`src/rtl/e1_los_pkg.sv`:
```
`timescale 1ns/1ps
package e1_los_pkg;
   typedef enum logic {
      WIN_IDLE = 1'b0,
      WIN_OPEN = 1'b1
   } win_state_e;

   typedef struct packed {
      logic pos;
      logic neg;
   } rail_pair_t;

   localparam int unsigned RAIL_COUNT = 2;

   function automatic logic is_mark(input rail_pair_t r);
      return r.pos | r.neg;
   endfunction
endpackage

```
`src/rtl/e1_los_zero_run.sv`:
```
`timescale 1ns/1ps
module e1_los_zero_run #(
   parameter int unsigned SET_ZEROS = 128
) (
   input  logic clk,
   input  logic rst_n,
   input  logic step,
   input  logic mark,
   input  logic hold,
   output logic run_hit
);
   localparam int unsigned RUN_W = $clog2(SET_ZEROS + 1);
   localparam logic [RUN_W-1:0] RUN_MAX = RUN_W'(SET_ZEROS);
   localparam logic [RUN_W-1:0] RUN_ARM = RUN_W'(SET_ZEROS - 1);

   generate
      if (SET_ZEROS < 2) begin : g_bad_set
         $error("SET_ZEROS must be at least 2");
      end
   endgenerate

   logic [RUN_W-1:0] run_q;
   logic [RUN_W-1:0] run_d;

   always_comb begin
      run_d = run_q;
      if (hold) begin
         run_d = '0;
      end else if (step) begin
         if (mark) begin
            run_d = '0;
         end else if (run_q != RUN_MAX) begin
            run_d = run_q + RUN_W'(1);
         end
      end
   end

   assign run_hit = step & ~hold & ~mark & (run_q >= RUN_ARM);

   always_ff @(posedge clk or negedge rst_n) begin
      if (!rst_n) begin
         run_q <= '0;
      end else begin
         run_q <= run_d;
      end
   end
endmodule

```
`src/rtl/e1_los_density_window.sv`:
```
`timescale 1ns/1ps
module e1_los_density_window
   import e1_los_pkg::*;
#(
   parameter int unsigned CLEAR_ONES  = 64,
   parameter int unsigned WINDOW_BITS = 512
) (
   input  logic clk,
   input  logic rst_n,
   input  logic step,
   input  logic mark,
   input  logic arm,
   output logic win_clear
);
   localparam int unsigned BIT_W = $clog2(WINDOW_BITS + 1);
   localparam int unsigned ONE_W = $clog2(CLEAR_ONES + 1);
   localparam logic [BIT_W-1:0] BIT_LIMIT = BIT_W'(WINDOW_BITS);
   localparam logic [ONE_W-1:0] ONE_LIMIT = ONE_W'(CLEAR_ONES);
   localparam logic SINGLE_ONE = (CLEAR_ONES == 1);

   generate
      if (CLEAR_ONES < 1) begin : g_bad_ones
         $error("CLEAR_ONES must be at least 1");
      end
      if (WINDOW_BITS < CLEAR_ONES) begin : g_bad_window
         $error("WINDOW_BITS must not be smaller than CLEAR_ONES");
      end
   endgenerate

   win_state_e       state_q;
   logic [BIT_W-1:0] bits_q;
   logic [ONE_W-1:0] ones_q;
   logic [BIT_W-1:0] bits_nx;
   logic [ONE_W-1:0] ones_nx;
   logic             expire;

   assign bits_nx = bits_q + BIT_W'(1);
   assign ones_nx = ones_q + ONE_W'(mark);
   assign expire  = (bits_nx >= BIT_LIMIT);

   always_comb begin
      win_clear = 1'b0;
      if (step && arm) begin
         if (state_q == WIN_OPEN) begin
            win_clear = (ones_nx >= ONE_LIMIT);
         end else begin
            win_clear = mark & SINGLE_ONE;
         end
      end
   end

   always_ff @(posedge clk or negedge rst_n) begin
      if (!rst_n) begin
         state_q <= WIN_IDLE;
         bits_q  <= '0;
         ones_q  <= '0;
      end else if (!arm) begin
         state_q <= WIN_IDLE;
         bits_q  <= '0;
         ones_q  <= '0;
      end else if (step) begin
         if (state_q == WIN_IDLE) begin
            if (mark && !win_clear) begin
               state_q <= WIN_OPEN;
               bits_q  <= BIT_W'(1);
               ones_q  <= ONE_W'(1);
            end
         end else if (win_clear || expire) begin
            state_q <= WIN_IDLE;
            bits_q  <= '0;
            ones_q  <= '0;
         end else begin
            bits_q <= bits_nx;
            ones_q <= ones_nx;
         end
      end
   end
endmodule

```
`src/rtl/e1_los_rail_gate.sv`:
```
`timescale 1ns/1ps
module e1_los_rail_gate #(
   parameter int unsigned N_RAILS = 2
) (
   input  logic [N_RAILS-1:0] rail_in,
   input  logic               force_hi,
   output logic [N_RAILS-1:0] rail_out
);
   generate
      if (N_RAILS < 1) begin : g_bad_rails
         $error("N_RAILS must be at least 1");
      end
      for (genvar g = 0; g < N_RAILS; g++) begin : g_rail
         assign rail_out[g] = rail_in[g] | force_hi;
      end
   endgenerate
endmodule

```
`src/rtl/e1_los_monitor.sv`:
```
`timescale 1ns/1ps
module e1_los_monitor
   import e1_los_pkg::*;
#(
   parameter int unsigned SET_ZEROS   = 128,
   parameter int unsigned CLEAR_ONES  = 64,
   parameter int unsigned WINDOW_BITS = 512
) (
   input  logic clk,
   input  logic rst_n,
   input  logic bit_en,
   input  logic rail_pos_in,
   input  logic rail_neg_in,
   output logic los_o,
   output logic rail_pos_o,
   output logic rail_neg_o
);
   rail_pair_t                rails_in;
   logic [RAIL_COUNT-1:0]     rails_vec_in;
   logic [RAIL_COUNT-1:0]     rails_vec_out;
   logic                      mark;
   logic                      run_hit;
   logic                      win_clear;
   logic                      los_q;

   assign rails_in     = '{pos: rail_pos_in, neg: rail_neg_in};
   assign rails_vec_in = rails_in;
   assign mark         = is_mark(rails_in);

   e1_los_zero_run #(
      .SET_ZEROS (SET_ZEROS)
   ) u_zero_run (
      .clk     (clk),
      .rst_n   (rst_n),
      .step    (bit_en),
      .mark    (mark),
      .hold    (los_q),
      .run_hit (run_hit)
   );

   e1_los_density_window #(
      .CLEAR_ONES  (CLEAR_ONES),
      .WINDOW_BITS (WINDOW_BITS)
   ) u_window (
      .clk       (clk),
      .rst_n     (rst_n),
      .step      (bit_en),
      .mark      (mark),
      .arm       (los_q),
      .win_clear (win_clear)
   );

   always_ff @(posedge clk or negedge rst_n) begin
      if (!rst_n) begin
         los_q <= 1'b0;
      end else if (bit_en) begin
         if (los_q && win_clear) begin
            los_q <= 1'b0;
         end else if (!los_q && run_hit) begin
            los_q <= 1'b1;
         end
      end
   end

   e1_los_rail_gate #(
      .N_RAILS (RAIL_COUNT)
   ) u_gate (
      .rail_in  (rails_vec_in),
      .force_hi (los_q),
      .rail_out (rails_vec_out)
   );

   assign los_o      = los_q;
   assign rail_pos_o = rails_vec_out[1];
   assign rail_neg_o = rails_vec_out[0];
endmodule

```
`config.mk`:
```
export PLATFORM = sky130hd
export DESIGN_NAME = e1_los_monitor
export DESIGN_NICKNAME = d
export VERILOG_FILES = /design/src/rtl/e1_los_pkg.sv /design/src/rtl/e1_los_zero_run.sv /design/src/rtl/e1_los_density_window.sv /design/src/rtl/e1_los_rail_gate.sv /design/src/rtl/e1_los_monitor.sv
export SDC_FILE = /design/constraint.sdc
export NUM_CORES = 1
export LEC_CHECK = 0
export CORE_UTILIZATION = 30
export DETAILED_ROUTE_END_ITERATION = 10
export SLEW_MARGIN = 20
export SYNTH_ARGS = -nofsm -noshare
export SYNTH_HDL_FRONTEND = slang
export SYNTH_SLANG_ARGS = --single-unit
export TNS_END_PERCENT = 10
```
`constraint.sdc`:
```
create_clock -name clk -period 2.2 [get_ports clk]
set_input_delay 0.44 -clock clk [delete_from_list [all_inputs] [get_ports clk]]
set_output_delay 0.44 -clock clk [all_outputs]
set_load 0.05 [all_outputs]
```
### Word level (Yosys, flattened, before mapping)

Cells that the tools add are included.

| word-level totals | value |
|---|---|
| memories | 0 |
| output and inout bits | 3 |
| RAM bits | 0 |
| bits in read-only memories | 0 |
| bits in registers | 27 |
| logic and storage cells | 58 |
| bits in latches | 0 |
| bits of input ports | 5 |

| cells by class | value |
|---|---|
| $mul | 0 |
| bitwise gates (word level) | 8 |
| equal/unequal tests | 3 |
| multiplexer cells | 23 |
| reduce and logical (&&, ||, !) cells | 13 |
| add/subtract/negate cells | 3 |
| order comparisons | 3 |
| shifts and indexed selects | 0 |
| div/mod/pow operators | 0 |

Operators with widths:

| cell | number |
|---|---|
| $mux W10 | 5 |
| $mux W7 | 5 |
| $mux W8 | 4 |
| $add A10 B1 Y10 const B | 1 |
| $ge A10 B10 Y1 const B | 1 |
| $mux W1 | 9 |
| $add A8 B1 Y8 const B | 1 |
| $ge A8 B7 Y1 const B | 1 |
| $ne A8 B8 Y1 const B | 1 |
| $add A7 B1 Y7 | 1 |
| $ge A7 B7 Y1 const B | 1 |
| $reduce_and A2 Y1 | 3 |
| $logic_and A1 B1 Y1 | 4 |
| $reduce_bool A2 Y1 | 2 |
| $and A1 B1 Y1 | 3 |
| $ne A3 B1 Y1 const B | 1 |
| $or A1 B1 Y1 | 3 |
| $reduce_bool A3 Y1 | 1 |
| $logic_not A1 Y1 | 2 |
| $ne A2 B2 Y1 const B | 1 |
| $not A1 Y1 | 2 |
| $logic_or A1 B1 Y1 | 1 |

### Longest topological paths before layout

Gate-level depths: netlist (run 1).

| logic depth | value |
|---|---|
| depth in word-level cells | 11 |
| gate-level depth with buffers | 10 |
| mapped depth without buffers | 9 |

### Cells and area by module

From an unflattened synthesis (run 1), not the netlist that was laid out.

| second synthesis, totals | value |
|---|---|
| cells, all modules | 191 |
| area, all modules | 1649.1 um2 |

By module, submodules not included:

| module | times used | sequential area each (um2) | cells each | area each (um2) |
|---|---|---|---|---|
| e1_los_density_window | 1 | 450.4 | 127 | 1084.8 |
| e1_los_zero_run | 1 | 200.2 | 58 | 509.2 |
| e1_los_monitor | 1 | 25.0 | 4 | 42.5 |
| e1_los_rail_gate | 1 | 0.0 | 2 | 12.5 |

### Least setup slack after synthesis (run 1)

OpenSTA, ideal clock, no wires.

| timing | value |
|---|---|
| kind | input to register |
| start point | in rail_neg_in |
| end point | reg u_window.bits_q[5] |
| buffers on the path | 1 |
| path slack | 0.036 ns |
| cell stages on the path | 10 |
| data required time | 2.079 ns |
| library setup time | 0.121 ns |
| data arrival time | 2.043 ns |
| path through | nor2_1 inv_1 ha_1 ha_1 and3_1 a21oi_1 nor2_2 and3_1 buf_4 a22o_1 |

| on the way | value |
|---|---|
| cells in the longest elaborated chain, start to end | 10 |
| elaborated cells between the ends (all ways) | 14 |
| classes of those cells | add/sub (1); order compare (1); eq/ne (1); mux (6); bitwise (1); reduce/logical (4) |

RTL lines:

| item | line | text |
|---|---|---|
| start, declared | e1_los_monitor.sv:13 | `input logic rail_neg_in,` |
| $or A1 B1 Y1 * | e1_los_pkg.sv:16 | `return r.pos \| r.neg;` |
| $add A7 B1 Y7 | e1_los_density_window.sv:38 | `assign ones_nx = ones_q + ONE_W'(mark);` |
| $ge A7 B7 Y1 | e1_los_density_window.sv:45 | `win_clear = (ones_nx >= ONE_LIMIT);` |
| $mux W1 | e1_los_density_window.sv:44 | `if (state_q == WIN_OPEN) begin` |
| $mux W1 | e1_los_density_window.sv:43 | `if (step && arm) begin` |
| $logic_or A1 B1 Y1 | e1_los_density_window.sv:68 | `end else if (win_clear \|\| expire) begin` |
| $mux W10 | e1_los_density_window.sv:68 |  |
| $mux W10 | e1_los_density_window.sv:62 | `if (state_q == WIN_IDLE) begin` |
| $mux W10 | e1_los_density_window.sv:61 | `end else if (step) begin` |
| $mux W10 | e1_los_density_window.sv:57 | `end else if (!arm) begin` |
| end signal, assigned | e1_los_density_window.sv:73 | `bits_q <= bits_nx;` |
| end, declared | e1_los_density_window.sv:31 | `logic [BIT_W-1:0] bits_q;` |

Every way passes the cells marked *; elsewhere a longest branch is shown, timed or not. The select of a mux whose other input is x is not followed.
A chain may end at the register's enable or synchronous reset.

### Final worst setup path (run 1)

| timing | value |
|---|---|
| start point | in rail_pos_in |
| end point | reg u_window.bits_q[3] |

| on the way | value |
|---|---|
| cells in the longest elaborated chain, start to end | 10 |
| elaborated cells between the ends (all ways) | 14 |
| classes of those cells | add/sub (1); order compare (1); eq/ne (1); mux (6); bitwise (1); reduce/logical (4) |

RTL lines:

| item | line | text |
|---|---|---|
| start, declared | e1_los_monitor.sv:12 | `input logic rail_pos_in,` |
| $or A1 B1 Y1 * | e1_los_pkg.sv:16 |  |
| $add A7 B1 Y7 | e1_los_density_window.sv:38 |  |
| $ge A7 B7 Y1 | e1_los_density_window.sv:45 |  |
| $mux W1 | e1_los_density_window.sv:44 |  |
| $mux W1 | e1_los_density_window.sv:43 |  |
| $logic_or A1 B1 Y1 | e1_los_density_window.sv:68 |  |
| $mux W10 | e1_los_density_window.sv:68 |  |
| $mux W10 | e1_los_density_window.sv:62 |  |
| $mux W10 | e1_los_density_window.sv:61 |  |
| $mux W10 | e1_los_density_window.sv:57 |  |

Marks and branches as above.

==> flow_metrics.env, run 1 <==
export IMPL_die_w_microns=76.1
export IMPL_postSynthAreaPerCell_sq_um=9.52
export IMPL_dpl_cell_count=259
export IMPL_grt_first_pass_wirelength_mm=6.24
export IMPL_grt_antenna_before_repair=0
export IMPL_cp_required_ps=2420
export IMPL_cts_tree="done"
export IMPL_insertion_delay_ps=280
export IMPL_reg2reg_slack_ps=290
export IMPL_wirelength_mm=3.52
export IMPL_peakVddDrop_v=0.000210
export IMPL_drtIter0Drc=32
export IMPL_fp_row_count=26
export IMPL_synth_edff_count=0
export IMPL_async_reset_ff_share_pct=100
export IMPL_dp_hpwl_mm=2.43
export IMPL_synthFlopType="dfrtp_1"
export IMPL_power_uw=883
export IMPL_route_met3_wl_microns=80
export IMPL_core_area_sq_um=5200
export IMPL_dr_pass1_iters=4
export IMPL_hold_viol=0
export IMPL_syn_to_final_growth_pct=20.8
export IMPL_crit_chain="dlygate4sd2_1, nor2_1, inv_1, ha_4, ha_4, and3_4, and4b_1, nor2_4, and3_2, a22o_1"
export IMPL_ant_nets=0
export IMPL_syn_num_nets=183
export IMPL_fin_crit_sh_pct=94.5
export IMPL_cts_hold_buf=0
export IMPL_finalSetupViolCount=0
export IMPL_dieArea_sq_um=5790
export IMPL_grt_setup_unrepaired="false"
export IMPL_clk_pin_slew_worst_paths_ps=100
export IMPL_ys_seq_elements=27
export IMPL_grt_use_total_pct=12.8
export IMPL_fmax_mhz=481
export IMPL_syn_area_sq_um=1650
export IMPL_hold_ws_ps=514
export IMPL_n_antenna_cell=0
export IMPL_vias_per_cell=5.12
export IMPL_yosysSeqAreaShare_pct=41.0
export IMPL_cts_sinks=27
export IMPL_fin_worst_skew_ps=15.3
export IMPL_start_kind="input port"
export IMPL_post_route_min_period_ps=2080
export IMPL_layout_commonest_cell="dfrtp_1"
export IMPL_critPathMaxStageDelay_ps=330
export IMPL_initial_utilization_pct=31.6
export IMPL_p_leak_uw=0.000978
export IMPL_die_y_microns=76.1
export IMPL_arrival_ps=2290
export IMPL_gp_congestion=0.763
export IMPL_grt_ovfl_total=0
export IMPL_status="finished clean"
export IMPL_met1Wirelength_mm=1.90
export IMPL_remaining_drc_errors=0
export IMPL_grt_pass1_vias=1355
export IMPL_port_buffers=7
export IMPL_slew_headroom_pct=65.4
export IMPL_top_layer="met4"
export IMPL_finalMaxSlewViolations=0
export IMPL_avgRoutedWirePerCell_microns=13.3
export IMPL_path_max_fanout=10
export IMPL_worstMarginPinSlew_ps=519
export IMPL_fill_cells=533
export IMPL_cts_max_path_buffers=2
export IMPL_critPathKind="input port to flop"
export IMPL_dr_wl_met2_mm=1.52
export IMPL_slowest_stage="and3_2"
export IMPL_max_cap_violations=0
export IMPL_cts_buffers=3
export IMPL_min_path_type="flop to flop"
export IMPL_critPathMostFrequentCell="ha_4"
export IMPL_ios=8
export IMPL_root_buffer="clkbuf_8"
export IMPL_synth_cell_types=39
export IMPL_yosys_warnings=0
export IMPL_endpoint_kind="flop"
export IMPL_vias=1358
export IMPL_synth_cells=173
export IMPL_fin_cells=265
export IMPL_grt_start_max_net_pins=28
export IMPL_power_density_nw_per_um2=444
export IMPL_drive_gt1_share_pct=27.2
export IMPL_htree_levels=1
export IMPL_finalNetCount=206
export IMPL_mostFrequentLayoutCells="27 x dfrtp_1, 21 x buf_4, 18 x nor2_1"
[where the power goes]
part | internal [uW] | switching (uW)
Sequential | 500 | 6.77
Combinational | 35.3 | 51.6
Clock | 128 | 160
[final cells by class]
class / instances / area [sq um] / area share [%]
flip-flops and latches: 27 / 676 / 34.0
well taps: 70 / 87.6 / 4.40
clock inverters: 1 / 7.51 / 0.377
clock buffers: 3 / 41.3 / 2.08
multi-input cells: 128 / 926 / 46.5
repair buffers: 27 / 218 / 10.9
inverters: 9 / 33.8 / 1.70
[per-stage QoR]
stage	setup WS, ps	util (%)	TNS, ps	instance area, sq um
floorplan	36.1	-	0	1650
global placement	-449	35.9	-5950	1870
detailed placement	-494	35.9	-6590	1870
CTS	119	38.2	0	1990
global route	0.740	38.2	0	1990
finish	122	38.2	0	1990
[metal layers]
metal	GRT usage (%)	up-vias
met5	0	-
met4	3.46	0
met3	1.80	2
met2	19.1	15
met1	19.1	654
li1	-	687
[Yosys cell counts, types with 4 or more instances]
cell type	instances	area, sq um
inv_1	9	33.8
a22o_1	10	87.6
a41o_2	4	45.0
nand3_1	12	60.1
o31ai_2	6	75.1
a41o_1	6	60.1
ha_1	5	62.6
a21oi_1	4	20.0
nor2_1	18	67.6
o21ai_1	4	20.0
o21ai_0	8	40.0
dfrtp_1	27	676
and3_1	10	62.6
nand2_1	9	33.8
or2_2	4	25.0
[critical path, delay by kind of cell]
family          cells  cell delay [ps]
buf+inv             2              330
fa+ha+maj           2              320
compound gates      1              200
simple gates        5             1010
[sequential cells by signal (all words and copies together), names as in the netlist]
name,cells
u_window.bits_q,10
u_window.state_q,1
los_o,1
u_zero_run.run_q,8
u_window.ones_q,7
[kinds of logic after synthesis]
| logic type | synth area share [%] |
|---|---|
| XOR/XNOR | 0.988 |
| buffers and inverters | 5.93 |
| flip-flops | 41.0 |
| AND/OR/NAND/NOR | 24.1 |
| adder cells (fa/ha/maj) | 3.80 |
| AO/OA/AOI/OAI | 24.2 |
[what timing repair did]
item,in CTS,in global routing
buffers inserted,2,0
endpoints found under the setup margin,14,0
gates resized for setup,14,0
[worst paths after layout]
check                                       to           startpoint  cells after the start
setup / recovery            u_window.bits_q[3]          rail_pos_in                     10
hold / removal             u_zero_run.run_q[7]  u_zero_run.run_q[7]                      1
setup reg to reg            u_window.bits_q[8]   u_window.ones_q[0]                      8
hold reg to reg            u_zero_run.run_q[7]  u_zero_run.run_q[7]                      1
max in group asynchronous   u_window.ones_q[1]                rst_n                      2
min in group asynchronous                los_o                rst_n                      2
No activity file was read; power rests on OpenSTA's default activity.
==> run 2: changes to the inputs <==
Settings changed: GPL_TIMING_DRIVEN set to 0.
==> run 2 against run 1 <==
Compared with the run above: via count down 0.15%; worst setup slack worse by 44 ps; combinational power fell by 10%; critical path type unchanged; largest power group unchanged.
==> flow_metrics.env, run 2 (synthesis results as in run 1) <==
export IMPL_status="finished clean"
export IMPL_fin_cells=258
export IMPL_cts_sinks=27
export IMPL_drive_gt1_share_pct=25.5
export IMPL_remaining_drc_errors=0
export IMPL_drtIter0Drc=63
export IMPL_slew_headroom_pct=57.4
export IMPL_dr_pass1_iters=4
export IMPL_grt_first_pass_wirelength_mm=6.50
export IMPL_utilization_pct=36.7
export IMPL_slowest_stage="and4b_2"
export IMPL_fin_worst_skew_ps=8.77
export IMPL_grt_pass1_vias=1304
export IMPL_reg2reg_depth=8
export IMPL_dpl_cell_count=249
export IMPL_gp_congestion=0.731
export IMPL_root_buffer="clkbuf_8"
export IMPL_grt_setup_unrepaired="false"
export IMPL_hold_viol=0
export IMPL_stdcell_area_sq_um=1910
export IMPL_reg2reg_slack_ps=180
export IMPL_max_cap_violations=0
export IMPL_p_leak_uw=0.000936
export IMPL_cts_tree="done"
export IMPL_cts_buffers=3
export IMPL_ios=8
export IMPL_top_register="u_window.bits_q"
export IMPL_fmax_mhz=471
export IMPL_layout_commonest_cell="dfrtp_1"
export IMPL_grt_start_max_net_pins=28
export IMPL_initial_utilization_pct=31.6
export IMPL_finalMaxSlewViolations=0
export IMPL_vias=1356
export IMPL_grt_ovfl_total=0
export IMPL_min_path_type="input port to asynchronous set/reset pin"
export IMPL_ant_nets=0
export IMPL_syn_to_final_growth_pct=15.9
export IMPL_reg_largest_list="u_window.bits_q (10), u_zero_run.run_q (8), u_window.ones_q (7)"
export IMPL_largest_reg_flops=10
export IMPL_finalNetCount=199
export IMPL_arrival_ps=2290
export IMPL_r2r_start="u_window.ones_q[0]"
export IMPL_crit_chain="clkdlybuf4s15_2, nor2_4, inv_1, ha_2, ha_2, and3_4, and4b_2, nor2_4, buf_4, a41o_2, a22o_1"
export IMPL_endpoint_kind="flop"
export IMPL_grt_use_total_pct=13.4
export IMPL_core_area_sq_um=5200
export IMPL_n_antenna_cell=0
export IMPL_peakVddDrop_v=0.000278
export IMPL_cts_max_path_buffers=2
export IMPL_critPathMaxStageDelay_ps=270
export IMPL_placed_area_sq_um=1790
export IMPL_pre_cts_slack_ps=-818
export IMPL_htree_levels=1
export IMPL_critPathKind="input port to flop"
export IMPL_port_buffers=6
export IMPL_fp_row_count=26
export IMPL_avgRoutedWirePerCell_microns=13.8
export IMPL_mostFrequentLayoutCells="27 x dfrtp_1, 17 x nor2_1, 12 x nand3_1"
export IMPL_setup_slack_ps=78.1
export IMPL_dp_hpwl_mm=2.41
export IMPL_path_max_fanout=4
export IMPL_vias_per_cell=5.26
export IMPL_start_kind="input port"
export IMPL_fill_cells=552
export IMPL_cp_required_ps=2370
export IMPL_grt_antenna_before_repair=0
export IMPL_die_w_microns=76.1
export IMPL_wirelength_mm=3.56
export IMPL_power_density_nw_per_um2=459
export IMPL_dieArea_sq_um=5790
export IMPL_die_y_microns=76.1
export IMPL_reg2reg_to="u_window.ones_q[5]"
export IMPL_post_route_min_period_ps=2120
export IMPL_insertion_delay_ps=280
export IMPL_fin_crit_sh_pct=96.5
export IMPL_clk_pin_slew_worst_paths_ps=100
export IMPL_power_uw=876
export IMPL_worstMarginPinSlew_ps=639
export IMPL_finalSetupViolCount=0
==> run 2: cell count changes in the layout (fill, tap and decap cells not counted), moves of 2 or more <==
cell             before  now
dlygate4sd2_1         2    0
clkbuf_1              0    2
buf_4                21    6
ha_4                  2    0
clkdlybuf4s15_2       0    3
ha_2                  0    2
buf_2                 0    4
clkbuf_2              0    2
==> run 2: layer usage <==
| metal | up-vias | wire (microns) | GRT usage (%) |
|---|---|---|---|
| li1 | 679 | - | - |
| met1 | 643 | 1920 | 21.5 |
| met2 | 30 | 1490 | 19.1 |
| met3 | 4 | 113 | 1.44 |
| met4 | 0 | 29 | 2.88 |
| met5 | - | 0 | 0 |
==> run 2: critical path: cells and delay by family <==
family	cells	cell delay, ps
buffers and inverters	3	420
adder cells (fa/ha/maj)	2	380
AND/OR/NAND/NOR	4	580
AO/OA/AOI/OAI	2	470
==> run 2: area by class of cell <==
cell class,count,area [sq um],share of cell area [%]
multi-input combinational,128,906,47.5
sequential,27,676,35.4
timing repair buffer,11,91.3,4.79
tap,70,87.6,4.59
buffer,9,68.8,3.61
clock buffer,4,45.0,2.36
inverter,9,33.8,1.77
==> run 2: metrics by stage <==
step | hold WS, ps | setup TNS (ps)
2_1_floorplan | 144 | 0
3_3_place_gp | 497 | -12810
3_5_place_dp | 491 | -12930
4_1_cts | 206 | 0
5_1_grt | 231 | 0
6_report | 173 | 0
==> run 2: power by group <==
| part | internal [uW] | switching (uW) | total [uW] |
|---|---|---|---|
| combinational | 26.9 | 51.4 | 78.3 |
| sequential | 500 | 6.64 | 507 |
| clock | 130 | 161 | 291 |
==> run 2: repair_timing <==
| action | 4_1_cts | 5_1_grt |
|---|---|---|
| hold buffers | 0 | 0 |
| endpoints found under the hold margin | 0 | 0 |
| gates resized for setup | 16 | 8 |
| setup buffers | 5 | 0 |
| endpoints found under the setup margin | 18 | 14 |
| pin swaps | 4 | 3 |
==> run 2: how the worst max path moves through the flow <==
stage                           start            endpoint  slack (ps)  cells past startpoint
final                     rail_pos_in  u_window.ones_q[5]          80                     11
after global routing      rail_pos_in  u_window.bits_q[8]           8                     11
after CTS                 rail_neg_in  u_window.bits_q[8]           2                     11
after detailed placement  rail_neg_in  u_window.bits_q[1]        -820                     11
after global placement    rail_neg_in  u_window.bits_q[2]        -820                     11
after floorplan           rail_neg_in  u_window.bits_q[5]          40                     10
==> run 3: changes to the inputs <==
Settings changed: ABC_AREA set to 0.
==> results of run 3 <==
No change in the layout: final DEF, timing and power equal those of run 2.
